$ cat src/rtl/lnk_align_pkg.sv
// Shared types and helpers for the link alignment supervisor.
package lnk_align_pkg;

    // Recovery controller state.
    typedef enum logic {
        SUP_IDLE   = 1'b0,
        SUP_SETTLE = 1'b1
    } sup_state_t;

    // Width of the fault event counters.
    localparam int FLT_CNT_W = 32;

    // The link counts as good only with both status flags high.
    function automatic logic link_is_good(input logic up, input logic aligned);
        return up & aligned;
    endfunction

endpackage

$ cat src/rtl/lnk_settle_timer.sv
// Settle timer.
// Counts cycles from the last restart and flags the cycle in which
// SETTLE_CYC cycles have passed. Assumes SETTLE_CYC >= 1. The count saturates
// at the terminal value until the next restart.
module lnk_settle_timer #(
    parameter int SETTLE_CYC = 1000
) (
    input  logic clk,
    input  logic rst_n,
    input  logic restart,
    output logic expired
);
    localparam int TW = (SETTLE_CYC > 1) ? $clog2(SETTLE_CYC) : 1;
    localparam logic [TW-1:0] LAST = TW'(SETTLE_CYC - 1);

    logic [TW-1:0] cnt_q;

    // Terminal count reached.
    assign expired = (cnt_q == LAST);

    // Count up from the last restart, holding at the terminal value.
    always_ff @(posedge clk) begin
        if (!rst_n || restart) begin
            cnt_q <= '0;
        end else if (!expired) begin
            cnt_q <= cnt_q + 1'b1;
        end
    end
endmodule

$ cat src/rtl/lnk_retry_ctl.sv
// Recovery controller.
// On an accepted check it either reports the link up or starts recovery.
// Recovery pulses a reset, then samples the status every settle period:
// up to MAX_TRY samples per reset, and up to MAX_TRY resets in total.
// Assumes MAX_TRY >= 1. Checks are ignored while recovery runs.
module lnk_retry_ctl
    import lnk_align_pkg::*;
#(
    parameter int MAX_TRY = 5
) (
    input  logic clk,
    input  logic rst_n,
    input  logic chk_stb,
    input  logic stat_up,
    input  logic stat_aligned,
    input  logic settle_done,
    output logic timer_restart,
    output logic link_rst,
    output logic link_up,
    output logic busy
);
    localparam int TW = $clog2(MAX_TRY + 1);
    localparam logic [TW-1:0] TRY_LIM = TW'(MAX_TRY);

    sup_state_t    state_q;
    logic [TW-1:0] inner_q;
    logic [TW-1:0] outer_q;
    logic          good;

    // Current link quality.
    assign good = link_is_good(stat_up, stat_aligned);

    // Hold the timer at zero while idle, and rearm it after each sample.
    assign timer_restart = (state_q == SUP_IDLE) || settle_done;

    // Recovery is in progress.
    assign busy = (state_q == SUP_SETTLE);

    // State, retry counters and registered outputs.
    always_ff @(posedge clk) begin
        if (!rst_n) begin
            state_q  <= SUP_IDLE;
            inner_q  <= '0;
            outer_q  <= '0;
            link_rst <= 1'b0;
            link_up  <= 1'b0;
        end else begin
            link_rst <= 1'b0;
            case (state_q)
                SUP_IDLE: begin
                    if (chk_stb) begin
                        if (good) begin
                            link_up <= 1'b1;
                        end else begin
                            link_up  <= 1'b0;
                            link_rst <= 1'b1;
                            inner_q  <= TW'(1);
                            outer_q  <= TW'(1);
                            state_q  <= SUP_SETTLE;
                        end
                    end
                end
                SUP_SETTLE: begin
                    if (settle_done) begin
                        if (good) begin
                            link_up <= 1'b1;
                            state_q <= SUP_IDLE;
                        end else if (inner_q < TRY_LIM) begin
                            inner_q <= inner_q + 1'b1;
                        end else if (outer_q < TRY_LIM) begin
                            outer_q  <= outer_q + 1'b1;
                            inner_q  <= TW'(1);
                            link_rst <= 1'b1;
                        end else begin
                            state_q <= SUP_IDLE;
                        end
                    end
                end
                default: state_q <= SUP_IDLE;
            endcase
        end
    end
endmodule

$ cat src/rtl/lnk_fault_watch.sv
// Fault-rate watcher.
// At each check, compares every fault counter with the value captured at
// the previous check plus JUMP (modular CW-bit sum, strict greater-than).
// It then captures the new values. The flag holds between checks.
module lnk_fault_watch #(
    parameter int NUM_CH = 2,
    parameter int CW     = 32,
    parameter int JUMP   = 250
) (
    input  logic                      clk,
    input  logic                      rst_n,
    input  logic                      chk_stb,
    input  logic [NUM_CH-1:0][CW-1:0] cnt_in,
    output logic                      bad_link
);
    logic [NUM_CH-1:0] over;

    for (genvar g = 0; g < NUM_CH; g++) begin : g_ch
        logic [CW-1:0] last_q;
        logic [CW-1:0] lim;

        // Largest value allowed without a flag.
        assign lim     = last_q + CW'(JUMP);
        assign over[g] = (cnt_in[g] > lim);

        // Capture the counter at every check.
        always_ff @(posedge clk) begin
            if (!rst_n) begin
                last_q <= '0;
            end else if (chk_stb) begin
                last_q <= cnt_in[g];
            end
        end
    end

    // Flag update, once per check.
    always_ff @(posedge clk) begin
        if (!rst_n) begin
            bad_link <= 1'b0;
        end else if (chk_stb) begin
            bad_link <= |over;
        end
    end
endmodule

$ cat src/rtl/lnk_align_sup.sv
// Link alignment supervisor (top).
// Joins the recovery controller, its settle timer and the fault-rate watcher.
// Assumes the status inputs are already synchronous to clk.
module lnk_align_sup
    import lnk_align_pkg::*;
#(
    parameter int SETTLE_CYC = 1000,
    parameter int MAX_TRY    = 5,
    parameter int FLT_JUMP   = 250
) (
    input  logic                 clk,
    input  logic                 rst_n,
    input  logic                 stat_up,
    input  logic                 stat_aligned,
    input  logic                 chk_stb,
    input  logic [FLT_CNT_W-1:0] lf_cnt,
    input  logic [FLT_CNT_W-1:0] rf_cnt,
    output logic                 link_rst,
    output logic                 link_up,
    output logic                 bad_link
);
    logic settle_done;
    logic timer_restart;
    logic recov_act;
    logic [1:0][FLT_CNT_W-1:0] flt_vec;

    // Group the two fault counters for the watcher.
    assign flt_vec = {rf_cnt, lf_cnt};

    lnk_settle_timer #(.SETTLE_CYC(SETTLE_CYC)) u_timer (
        .clk     (clk),
        .rst_n   (rst_n),
        .restart (timer_restart),
        .expired (settle_done)
    );

    lnk_retry_ctl #(.MAX_TRY(MAX_TRY)) u_ctl (
        .clk           (clk),
        .rst_n         (rst_n),
        .chk_stb       (chk_stb),
        .stat_up       (stat_up),
        .stat_aligned  (stat_aligned),
        .settle_done   (settle_done),
        .timer_restart (timer_restart),
        .link_rst      (link_rst),
        .link_up       (link_up),
        .busy          (recov_act)
    );

    lnk_fault_watch #(.NUM_CH(2), .CW(FLT_CNT_W), .JUMP(FLT_JUMP)) u_flt (
        .clk      (clk),
        .rst_n    (rst_n),
        .chk_stb  (chk_stb),
        .cnt_in   (flt_vec),
        .bad_link (bad_link)
    );
endmodule

$ cat config.mk
export PLATFORM = sky130hd
export DESIGN_NAME = lnk_align_sup
export DESIGN_NICKNAME = d
export VERILOG_FILES = /design/src/rtl/lnk_align_pkg.sv /design/src/rtl/lnk_settle_timer.sv /design/src/rtl/lnk_retry_ctl.sv /design/src/rtl/lnk_fault_watch.sv /design/src/rtl/lnk_align_sup.sv
export SDC_FILE = /design/constraint.sdc
export NUM_CORES = 1
export LEC_CHECK = 0
export BUFFER_PORTS_ARGS = -buffer_cell sky130_fd_sc_hd__buf_4
export CAP_MARGIN = 20
export CELL_PAD_IN_SITES_DETAIL_PLACEMENT = 1
export CELL_PAD_IN_SITES_GLOBAL_PLACEMENT = 2
export CORE_UTILIZATION = 33
export CTS_CLUSTER_SIZE = 14
export DETAILED_ROUTE_END_ITERATION = 7
export PLACE_DENSITY_LB_ADDON = 0.2
export SKIP_CTS_REPAIR_TIMING = 1
export SYNTH_ARGS = -nofsm -noshare
export SYNTH_HDL_FRONTEND = slang
export SYNTH_HIERARCHICAL = 1
export SYNTH_SLANG_ARGS = --single-unit
export TNS_END_PERCENT = 5
$ cat constraint.sdc
create_clock -name clk -period 3.2 [get_ports clk]
set_clock_uncertainty 0.1 [all_clocks]
set_input_delay 0.48 -clock clk [delete_from_list [all_inputs] [get_ports clk]]
set_output_delay 0.48 -clock clk [all_outputs]
set_load 0.02 [all_outputs]
* Word level (Yosys, flattened, before mapping)
Index checks and enable logic that the tools add are counted.
** Cells by class
- $add $sub $neg :: 5
- $lt $le $gt $ge :: 4
- Equality and inequality tests :: 9
- Multiplexer cells :: 28
- Bitwise gates (word level) :: 2
- Reduce and logical (&&, ||, !) cells :: 7
** Operators by type and width (number)
- 32-bit by 8-bit adder with 32-bit output (second input constant) :: 2
- 32-bit greater-than comparator :: 2
- 3-bit two-way mux :: 10
- 1-bit two-way mux :: 13
- 2-bit != test (second input constant) :: 6
- 3-bit one-hot mux with 2 select lines :: 2
- 10-bit by 1-bit adder with 10-bit output (second input constant) :: 1
- 10-bit == test (second input constant) :: 1
- 3-bit by 1-bit adder with 3-bit output (second input constant) :: 2
- 3-bit less-than comparator (second input constant) :: 2
- 1-bit one-hot mux with 2 select lines :: 3
- 6-bit AND reduction :: 1
- 5-bit AND reduction :: 1
- 3-bit != test (second input constant) :: 1
- 3-bit AND reduction :: 1
- 1-bit logical OR :: 2
- 2-bit by 1-bit != test with 1-bit output (second input constant) :: 1
- 2-bit OR reduction :: 1
- 1-bit bitwise AND :: 1
- 1-bit logical NOT :: 1
- 1-bit inverter :: 1
** Word-level totals
- Register bits :: 84
- Input port bits :: 69
- Output and inout port bits :: 3
- Word-level logic and storage cells :: 64

* Longest topological paths before layout
- Word-level depth :: 6
- Mapped depth :: 14
- Gate-level depth less buffers :: 14

* By module
The synthesis kept the hierarchy.
** By module, submodules not included
- lnk_fault_watch :: instances 1, cells each 543, area an instance 4857.2 um^2
- lnk_settle_timer :: instances 1, cells each 57, area an instance 500.5 um^2
- lnk_retry_ctl :: instances 1, cells each 53, area an instance 471.7 um^2

* Worst setup path before layout
Ideal clock, no wire load.
- Path type :: flip-flop to flip-flop
- From :: register u_flt.g_ch[1].last_q[1]
- To :: register u_flt.bad_link
- Library setup time :: 74 ps
- Data arrival time :: 2966 ps
- Required time :: 3026 ps
- Path slack :: 60 ps
- Stages on the path, launching flop included :: 13
- Buffers on the path :: 0
- Clock period less this slack :: 3140 ps
- Cell sequence :: dfxtp_1 ha_1 or3_1 nor4_1 nor2_1 nand3_1 xor2_1 ha_1 nand4_1 nor4_1 a22o_1 o311ai_0 a31oi_1
** Between the ends
- Cells in the longest elaborated chain, start to end :: 3
** Ends and longest elaborated chain
- from (decl) :: line lnk_fault_watch.sv:19 : logic [CW-1:0] last_q;
- from (signal assigned) :: line lnk_fault_watch.sv:31 : last_q <= cnt_in[g];
- 32-bit by 8-bit adder with 32-bit output :: line lnk_fault_watch.sv:23 : assign lim = last_q + CW'(JUMP);
- 32-bit greater-than comparator :: line lnk_fault_watch.sv:24 : assign over[g] = (cnt_in[g] > lim);
- 2-bit OR reduction :: line lnk_fault_watch.sv:41 : bad_link <= |over;
- to (signal assigned) :: line lnk_fault_watch.sv:41
- to (decl) :: line lnk_fault_watch.sv:14 : output logic bad_link
Every way passes these cells.
A chain may end at the register's enable or synchronous reset.

* Worst setup path after layout
- From :: register u_flt.g_ch[1].last_q[2]
- To :: register u_flt.bad_link
The elaborated chain is that of the path after synthesis.

==> flow_summary.yaml <==
logic_synthesis:
  synthFlopType: "dfxtp_1"
  synthTopCellsByArea: "dfxtp_1 (29%), ha_1 (15%), mux2i_1 (12%), nor2b_1 (7.3%), xor2_1 (5.0%)"
  syn_inst: 653
  synth_edf_count: 0
  synthDistinctLibCells: 60
  yosys.area.top_type_share: 0.288
  yosysTopAreaCell: "dfxtp_1"
  yosysWarningCount: 6
  yosysSeqAreaShare: 0.288
  synthesis.nets: 791
  avgSynthCellArea_um2: 8.93
  syn_area_um2: 5830
  ys_ff_latch: 84
  ys_async_sr_fraction: 0
power:
  p_per_area_nw_per_um2: 378
  power_switching_share: 0.282
  seqPwrFrac: 0.407
  p_clk_frac: 0.375
  pwr-share-comb: 0.218
  leakagePower_nw: 3.10
  power_switching_uw: 798
  ir_worst_vdd_mv: 0.229
  internal_power_mw: 2.04
clocking:
  clock-sinks: 84
  cts_tree: "done"
  cts_buffer_depth: 2
  path_clk_slew_ns: 0.07
  cts_max_level: 3
  insertion_delay_ns: 0.34
  root_buffer: "clkbuf_16"
  cts_made_buffers: 9
floorplan:
  fp.dieH_um: 135
  fp.coreArea_um2: 17300
  io_pins: 72
  start_util: 0.337
  dieArea_um2: 18200
  die_width_um: 135
  std_cell_rows: 48
timing:
  period_share: 1.04
  setup_slack_ns: -0.137
  worstMarginPinSlew_ns: 0.506
  rsz0062_at_grt: "yes"
  hold_viol: 0
  whs_ns: 0.302
  timing.final.crit_period_ns: 3.34
  maxSlewViolCount: 0
  fmax_ghz: 0.300
  max-slew-margin-rel: 0.663
  finalSetupViolCount: 1
place:
  gp_congestion: 0.781
  post-place-ws_ns: -0.316
  postPlaceCellArea_um2: 7000
  io_buffers: 71
  hpwl_um: 12300
  place_inst: 989
finish:
  diodes: 0
  stdcell_area_um2: 7490
  final_util: 0.433
  layout_common_cells: "buf_4 (133), dfxtp_1 (81), ha_1 (68), nor2b_1 (68), mux2i_1 (67)"
  drive_gt1_frac: 0.247
  final_common_cell: "buf_4"
  syn_to_final_growth_pct: 28.5
  finalNonFillerCells: 1010
  fill_cells: 2055
  nNetsFinal: 919
setup_path:
  endpoint_kind: "flop"
  crit_chain: "ha_4, or3_4, nor4_2, buf_4, nor4_4, buf_4, xnor2_1, ha_1, nand4_1, nor4_2, buf_4, nand4_1, a22oi_1, a31oi_1"
  cp.depth: 14
  cp_max_fo: 5
  r2r_cells: 14
  crit_slowest_cell: "or3_4"
  rr_startpoint: "u_flt/g_ch[1].last_q[2]"
  start_kind: "flop"
  critPathArrivalTime_ns: 3.45
  worstSetupPathType: "flop to flop"
  critical_path_buf_inv_count: 3
  rrSetupSlack_ns: -0.14
  slowest_delay_ns: 0.41
  crit_family: "simple AND/OR/NAND/NOR gates"
  cp-startpoint: "u_flt/g_ch[1].last_q[2]"
  worstPathRequired_ns: 3.32
  cpMostUsedCell: "buf_4"
route:
  dr_wl_met3_um: 344
  vias_per_cell: 5.10
  drc: 0
  routed.top_layer: "met4"
  wire_per_inst_um: 15.8
  wl_met2_um: 7590
  postRouteAntennaNets: 0
  via_count: 5153
  finalWirelength_um: 15900
  first_pass_iters: 4
  drtIter0Drc: 193
  wl_met1_um: 7790
run:
  drv_cap: 0
global_route:
  antenna_found_initial: 0
  grt_pass1_wl_um: 26000
  grtUsageTotal: 0.180
  grt_start_max_net_pins: 41
  grt_overflow: 0
  grt_pass1_vias: 5269
status:
  violations: "negative setup slack"
  status: "complete, but fails checks"
hold_path:
  min_from: "rf_cnt[15]"
  holdPathStages: 3
  hold_class: "input port to flop"
-- Yosys cell counts, types with 2 or more instances --
cell,instances
a311oi_1,2
nor3_1,9
o211ai_1,2
nor2_1,28
and2_1,3
o41ai_1,2
nor2_2,2
and3_1,8
nand2b_1,6
nor2b_1,68
mux2i_1,67
buf_1,4
o21a_1,3
nand3_1,22
nand2_1,58
xnor2_1,24
buf_2,3
or3_1,5
and4_1,2
nand4_1,20
dfxtp_1,84
or2_2,2
inv_1,10
ha_1,69
a221oi_1,2
nor4_1,7
nand3_2,3
clkbuf_1,9
nor3b_1,2
or3_2,2
o31ai_1,3
o21ai_0,18
xor2_1,33
o311ai_0,2
a211oi_1,3
a21oi_1,40
or4_1,3
-- final timing paths --
| check | end |
|---|---|
| worst max register to register | u_flt/bad_link |
| worst max-delay path | u_flt/bad_link |
| worst min-delay path | u_flt/g_ch[1].last_q[15] |
| worst min register to register | u_ctl/link_up |
-- registers in the layout (all words and copies together), names as in the netlist --
signal             cells
u_flt/g_ch.last_q     64
u_timer/cnt_q         10
u_ctl/inner_q          3
u_ctl/outer_q          3
u_ctl/busy             1
u_ctl/link_rst         1
u_ctl/link_up          1
u_flt/bad_link         1
-- cells by family after synthesis --
group	after synthesis	synth area share
AO/OA/AOI/OAI	88	0.0921
XOR/XNOR	57	0.0856
adder cells (fa/ha/maj)	69	0.148
buffers and inverters	26	0.0174
flip-flops	84	0.288
multiplexers	67	0.115
AND/OR/NAND/NOR	262	0.253
-- per-stage QoR --
stage | power [mW] | setup TNS (ns)
2_1_floorplan | 1.52 | 0
3_3_place_gp | 1.75 | -0.322
3_5_place_dp | 1.78 | -0.316
4_1_cts | 2.86 | -0.342
5_1_grt | 2.99 | -0.337
6_report | 2.83 | -0.137
-- tightest hold or removal path, cell delays in order --
cell,delay [ns]
buf_4,0.09
mux2i_1,0.06
nor2b_1,0.09
-- power by group through the flow --
stage,clock (mW),combinational (mW),sequential (mW)
global route,1.14,0.695,1.16
finish,1.06,0.618,1.15
CTS,1.10,0.609,1.15
global placement,0,0.583,1.17
detailed placement,0,0.603,1.17
floorplan,0,0.343,1.17
-- cell type report --
| cell class | instances | area (µm²) | share of cell area |
|---|---|---|---|
| well taps | 225 | 282 | 0.0376 |
| flip-flops and latches | 84 | 1690 | 0.225 |
| multi-input cells | 543 | 4200 | 0.561 |
| repair buffers | 133 | 998 | 0.133 |
| clock buffers | 13 | 250 | 0.0334 |
| inverters | 10 | 37.5 | 0.00501 |
| clock inverters | 2 | 35.0 | 0.00468 |
-- metal layers --
metal	GRT usage	vias to the layer above
met5	0	-
met4	0.0593	0
met2	0.305	53
met1	0.236	2492
met3	0.0236	12
li1	-	2596
No activity file was read; power rests on OpenSTA's default activity.
